$ cat src/rtl/alloc_arb_pkg.sv
// Package: shared types for the two-thread allocation arbiter.
// Assumes exactly two hardware threads; thread index 0 and 1 map to bit 0/1.
package alloc_arb_pkg;

    localparam int NUM_THREADS = 2;

    // Thread-mode encoding presented on the top-level mode input.
    typedef enum logic [1:0] {
        MODE_DUAL     = 2'b00,
        MODE_SOLO0    = 2'b01,
        MODE_SOLO1    = 2'b10,
        MODE_DUAL_ALT = 2'b11
    } thr_mode_e;

    // True when the given thread may run under the given mode.
    function automatic logic thread_enabled(thr_mode_e m, int unsigned tid);
        logic en;
        case (m)
            MODE_SOLO0: en = (tid == 0);
            MODE_SOLO1: en = (tid == 1);
            default:    en = 1'b1;
        endcase
        return en;
    endfunction

    // True when the mode shares the buffer between both threads.
    function automatic logic mode_is_shared(thr_mode_e m);
        return (m == MODE_DUAL) || (m == MODE_DUAL_ALT);
    endfunction

endpackage

$ cat src/rtl/alloc_occ_counter.sv
// Module: alloc_occ_counter
// Tracks the reorder-buffer entries held by one thread.
// Adds one per allocation and removes one per release. A release at zero and
// an allocation at MAX_COUNT are dropped. The upstream limit logic is
// expected never to grant at MAX_COUNT.
module alloc_occ_counter #(
    parameter int CNT_W     = 6,
    parameter int MAX_COUNT = 48
) (
    input  logic             clk,
    input  logic             rst_n,
    input  logic             inc,
    input  logic             dec,
    output logic [CNT_W-1:0] count
);

    localparam logic [CNT_W-1:0] MAX_VAL = CNT_W'(MAX_COUNT);

    logic do_inc;
    logic do_dec;

    // Qualify the raw requests against the counter bounds.
    always_comb begin
        do_inc = inc && (count != MAX_VAL);
        do_dec = dec && (count != '0);
    end

    // Occupancy register; simultaneous add and remove cancel out.
    always_ff @(posedge clk) begin
        if (!rst_n) begin
            count <= '0;
        end else if (do_inc && !do_dec) begin
            count <= count + 1'b1;
        end else if (do_dec && !do_inc) begin
            count <= count - 1'b1;
        end
    end

endmodule

$ cat src/rtl/alloc_limit_calc.sv
// Module: alloc_limit_calc
// Works out, for each thread, whether the mode lets it run and whether its
// occupancy is still below its share of the buffer. The share is half of the
// total when both threads run, and the whole buffer when only one runs.
// Purely combinational.
module alloc_limit_calc
    import alloc_arb_pkg::*;
#(
    parameter int TOTAL_ENTRIES = 48,
    parameter int CNT_W         = 6
) (
    input  thr_mode_e                              mode,
    input  logic [NUM_THREADS-1:0][CNT_W-1:0]      occ,
    output logic [NUM_THREADS-1:0]                 enabled,
    output logic [NUM_THREADS-1:0]                 has_room
);

    localparam logic [CNT_W-1:0] FULL_LIM = CNT_W'(TOTAL_ENTRIES);
    localparam logic [CNT_W-1:0] HALF_LIM = CNT_W'(TOTAL_ENTRIES / 2);

    logic [CNT_W-1:0] limit;

    // Pick the per-thread capacity for the current mode.
    always_comb begin
        limit = mode_is_shared(mode) ? HALF_LIM : FULL_LIM;
    end

    for (genvar t = 0; t < NUM_THREADS; t++) begin : g_thr
        // Mode enable and capacity check for thread t.
        always_comb begin
            enabled[t]  = thread_enabled(mode, t);
            has_room[t] = (occ[t] < limit);
        end
    end

endmodule

$ cat src/rtl/alloc_pingpong_pick.sv
// Module: alloc_pingpong_pick
// Grants one of two eligible requesters, using a turn pointer that favours
// the thread whose turn it is. An eligible thread also wins when the other
// thread cannot be picked. The pointer toggles only when the favoured thread
// was granted. Assumes elig is settled before the clock edge.
module alloc_pingpong_pick (
    input  logic       clk,
    input  logic       rst_n,
    input  logic [1:0] elig,
    output logic [1:0] grant,
    output logic       turn
);

    logic turn_won;

    // Turn-aware selection: priority to the turn holder, fallback to the other.
    always_comb begin
        grant[0] = elig[0] && (!turn || !elig[1]);
        grant[1] = elig[1] && ( turn || !elig[0]);
        turn_won = turn ? grant[1] : grant[0];
    end

    // Turn pointer: advances only when the favoured thread allocated.
    always_ff @(posedge clk) begin
        if (!rst_n) begin
            turn <= 1'b0;
        end else if (turn_won) begin
            turn <= ~turn;
        end
    end

endmodule

$ cat src/rtl/smt_alloc_arbiter.sv
// Module: smt_alloc_arbiter
// Top level of the two-thread allocation arbiter. It combines the per-thread
// ready flags with the occupancy limits and grants at most one thread per
// cycle. It also keeps the per-thread reorder-buffer occupancy counts.
// Assumes rel_req[i] is pulsed once per entry that thread i retires or frees.
module smt_alloc_arbiter
    import alloc_arb_pkg::*;
#(
    parameter int TOTAL_ENTRIES = 48,
    parameter int CNT_W         = $clog2(TOTAL_ENTRIES + 1)
) (
    input  logic                  clk,
    input  logic                  rst_n,
    input  logic [1:0]            mode,
    input  logic [1:0]            uq_nonempty,
    input  logic [1:0]            rs_full,
    input  logic [1:0]            rel_req,
    output logic [1:0]            grant,
    output logic                  turn,
    output logic [1:0][CNT_W-1:0] occ_count
);

    thr_mode_e  mode_q;
    logic [1:0] enabled;
    logic [1:0] has_room;
    logic [1:0] elig;

    // Interpret the raw mode bits as the mode type.
    always_comb begin
        mode_q = thr_mode_e'(mode);
    end

    alloc_limit_calc #(
        .TOTAL_ENTRIES (TOTAL_ENTRIES),
        .CNT_W         (CNT_W)
    ) u_limit (
        .mode     (mode_q),
        .occ      (occ_count),
        .enabled  (enabled),
        .has_room (has_room)
    );

    // Per-thread eligibility: work queued, station free, room left, mode allows.
    always_comb begin
        elig = uq_nonempty & ~rs_full & has_room & enabled;
    end

    alloc_pingpong_pick u_pick (
        .clk   (clk),
        .rst_n (rst_n),
        .elig  (elig),
        .grant (grant),
        .turn  (turn)
    );

    for (genvar t = 0; t < NUM_THREADS; t++) begin : g_occ
        alloc_occ_counter #(
            .CNT_W     (CNT_W),
            .MAX_COUNT (TOTAL_ENTRIES)
        ) u_cnt (
            .clk   (clk),
            .rst_n (rst_n),
            .inc   (grant[t]),
            .dec   (rel_req[t]),
            .count (occ_count[t])
        );
    end

endmodule

$ cat config.mk
export PLATFORM = sky130hd
export DESIGN_NAME = smt_alloc_arbiter
export DESIGN_NICKNAME = d
export VERILOG_FILES = /design/src/rtl/alloc_arb_pkg.sv /design/src/rtl/alloc_occ_counter.sv /design/src/rtl/alloc_limit_calc.sv /design/src/rtl/alloc_pingpong_pick.sv /design/src/rtl/smt_alloc_arbiter.sv
export SDC_FILE = /design/constraint.sdc
export NUM_CORES = 1
export LEC_CHECK = 0
export ABC_AREA = 1
export BUFFER_PORTS_ARGS = -buffer_cell sky130_fd_sc_hd__buf_4
export CAP_MARGIN = 15
export CORE_MARGIN = 3
export CORE_UTILIZATION = 40
export CTS_CLUSTER_SIZE = 40
export DETAILED_ROUTE_END_ITERATION = 7
export GPL_ROUTABILITY_DRIVEN = 0
export PLACE_DENSITY_LB_ADDON = 0.3
export SETUP_SLACK_MARGIN = 0.3
export SYNTH_ARGS = -nofsm -noshare
export SYNTH_HDL_FRONTEND = slang
export SYNTH_SLANG_ARGS = --single-unit
$ cat constraint.sdc
create_clock -name clk -period 5.7 [get_ports clk]
set_input_delay 0.855 -clock clk [delete_from_list [all_inputs] [get_ports clk]]
set_output_delay 0.855 -clock clk [all_outputs]
set_load 0.005 [all_outputs]
==> impl_metrics.json <==
{
  "outcome": "complete, no violations",
  "multi_input_area_um2": 678,
  "ys_seq_elements": 13,
  "cts_setup_buffers": 0,
  "insertion_delay_ns": 0.28,
  "dp.cells": 216,
  "antenna_cells": 0,
  "viasPerCell": 4.93,
  "netlist.area_leader.share_pct": 23.7,
  "synthCells": 165,
  "cp.buffers_inverters": 5,
  "wirelength_mm": 2.32,
  "ys_warn_count": 0,
  "ys_top_cells_by_area": "dfxtp_1, ha_1, inv_1",
  "die_x_um": 58.4,
  "core_um2": 2540,
  "seq_area_frac_synth_pct": 23.7,
  "syn_area_per_cell_um2": 6.65,
  "avgRoutedWirePerCell_um": 10.5,
  "grt_setup_unrepaired": "no",
  "reg2reg_depth": 15,
  "ys_top_cells_by_count": "inv_1, nand2_1, nand3_1, nor2_1",
  "cp_cell_sequence": "buf_4 > inv_1 > ha_1 > ha_1 > nand2_1 > a21oi_1 > nor2_1 > inv_1 > o21ai_1 > nor2_1 > ha_1 > inv_1 > ha_1 > a21oi_1 > a21o_1 > nand3_1 > nand2_1 > inv_1",
  "synth_top_area_cell": "dfxtp_1",
  "start_kind": "input port",
  "netlist_area_um2": 1100,
  "instances_no_fill": 220,
  "dp.final_hpwl_mm": 1.92,
  "cp_data_required_time_ns": 5.88,
  "cp_data_arrival_time_ns": 3.36,
  "ys_async_sr_fraction_pct": 0,
  "cts_root_buf": "clkbuf_4",
  "finalClockSkew_ns": 0.00271,
  "via_count": 1085,
  "path_max_fanout": 5,
  "cts-buffers-inserted": 3,
  "leakage_uw": 0.000745,
  "drive_gt1_share_pct": 16.3,
  "vdd_drop_max_v": 0.000267,
  "syn_to_final_growth_pct": 20.5,
  "grt.total_usage_pct": 15.1,
  "hold_path_depth": 2,
  "die-area_um2": 3410,
  "cp-end-kind": "flop",
  "period_share_pct": 55.7,
  "synth_cell_types": 23,
  "grt_pass1_wl_mm": 4.14,
  "rows": 18,
  "ant_nets": 0,
  "slew_viol_final": 0,
  "fillers": 253,
  "antenna_found_initial": 0,
  "power_density_nw_per_um2": 520,
  "drt_iter0_markers": 50,
  "critPathSlowestCell": "ha_1",
  "critPathKind": "in -> reg",
  "post_dp_cell_area_um2": 1290,
  "grt_pass1_vias": 1017,
  "die_y_um": 58.4,
  "slowest_delay_ns": 0.34,
  "drtPass1Iterations": 4,
  "ctsResizeCount": 0,
  "timing_hold_violations_final": 0,
  "cap_viol_max_count": 0,
  "clk_path_buf_depth": 2,
  "grt_max_degree": 11,
  "synth-edff-count": 0,
  "holdBufCountCts": 0,
  "clk_pin_slew_ns": 0.09,
  "worst_pin_slew_ns": 0.264,
  "clock-sinks": 13,
  "fin_area_um2": 1320,
  "num-nets-final": 217,
  "portBuffers": 24,
  "slew_headroom_pct": 82.4,
  "htree_levels": 1,
  "setup_viol_count_final": 0,
  "reg2reg_slack_ns": 3.16,
  "fin_tns_setup_ns": 0,
  "reg2reg_to": "g_occ[0].u_cnt.count[4]$_SDFFE_PN0P_",
  "grt.overflow.total": 0,
  "synth_flop_cell": "dfxtp_1",
  "min_to": "u_pick.turn$_SDFFE_PN0P_",
  "drc_errors": 0,
  "hold_path.class": "reg -> reg",
  "reg2reg_from": "g_occ[1].u_cnt.count[5]$_SDFFE_PN0P_",
  "cts_tree": "done",
  "fmax_ghz": 0.315,
  "period_needed_ns": 3.17,
  "syn-num-nets": 191,
  "cp_top_family": "adder cells",
  "hp-start": "u_pick.turn$_SDFFE_PN0P_",
  "initial_core_util_pct": 43.1,
  "yosysMostFrequentCell": "inv_1",
  "ff_latch_area_um2": 260,
  "io_pins": 25
}
[layout by cell type (no fill, tap or decap), types with 3 or more instances in the layout]
cell       n
ha_1      14
nand2_1   26
nor3_1     3
o21ai_0    4
dfxtp_1   13
inv_1     33
clkbuf_4   3
nor2_1    15
nand3_1   19
a21oi_1   14
buf_4     24
xor2_1     3
[registers in the layout (all words and copies together), names as in the netlist]
name               flops
g_occ.u_cnt.count     12
u_pick.turn            1
[layout make-up]
| cell class | count | share of cell area [%] |
|---|---|---|
| Clock inverter | 1 | 0.378 |
| Tap cell | 30 | 2.84 |
| Clock buffer | 3 | 1.70 |
| Sequential cell | 13 | 19.7 |
| Timing Repair Buffer | 24 | 13.6 |
| Inverter | 37 | 10.5 |
| Multi-Input combinational cell | 112 | 51.3 |
[worst max-delay path by stage]
stage / from / to / depth (start not counted)
CTS: mode[0] / g_occ[0].u_cnt.count[4]$_SDFFE_PN0P_ / 18
floorplan: mode[0] / g_occ[0].u_cnt.count[5]$_SDFFE_PN0P_ / 20
finish: mode[0] / g_occ[0].u_cnt.count[4]$_SDFFE_PN0P_ / 18
global placement: mode[0] / g_occ[0].u_cnt.count[4]$_SDFFE_PN0P_ / 18
detailed placement: mode[0] / g_occ[0].u_cnt.count[4]$_SDFFE_PN0P_ / 18
global route: mode[0] / g_occ[0].u_cnt.count[5]$_SDFFE_PN0P_ / 21
[metrics by stage]
stage | setup slack [ns] | utilization [%] | hold WS [ns] | power, uW
CTS | 2.53 | 52.0 | 0.494 | 694
detailed placement | 2.23 | 50.9 | 0.481 | 630
global route | 2.20 | 52.0 | 0.555 | 776
global placement | 2.34 | 50.9 | 0.475 | 614
finish | 2.53 | 52.0 | 0.491 | 688
floorplan | 2.61 | - | 0.468 | 497
[cells by family after synthesis]
family,Yosys count,share of synthesized area [%]
xor gates and xnor gates,5,3.99
adders and majority gates,16,19.6
AOI/OAI and AO/OA,24,11.9
and+or+nand+nor,67,26.3
buffers and inverters,40,14.5
DFF,13,23.7
[metal layers]
layer | global-route usage [%] | vias to the layer above | share of wire [%]
met3 | 3.07 | 2 | 4.2
li1 | - | 571 | -
met4 | 4.97 | 0 | 0.43
met2 | 25.8 | 21 | 51
met1 | 18.8 | 491 | 44
met5 | 0 | - | 0
[worst register-to-register path: stages, from the launching register on]
cell     delay, ns
dfxtp_1       0.43
ha_1          0.26
nand2_1       0.06
a21oi_1       0.04
nor2_1        0.12
inv_1         0.07
o21ai_1       0.16
nor2_1        0.07
ha_1          0.22
inv_1         0.16
ha_1          0.31
a21oi_1       0.22
a21o_1        0.14
nand3_1       0.07
nand2_1       0.08
inv_1         0.04
[where the power goes]
group	internal [uW]	leakage [uW]	total [uW]	switching [uW]
logic	204	0.000620	452	248
clock network	26.0	0.0000177	59.5	33.5
registers	129	0.000108	177	47.7
total	359	0.000745	688	330
Power figures use the tool's default switching activity.
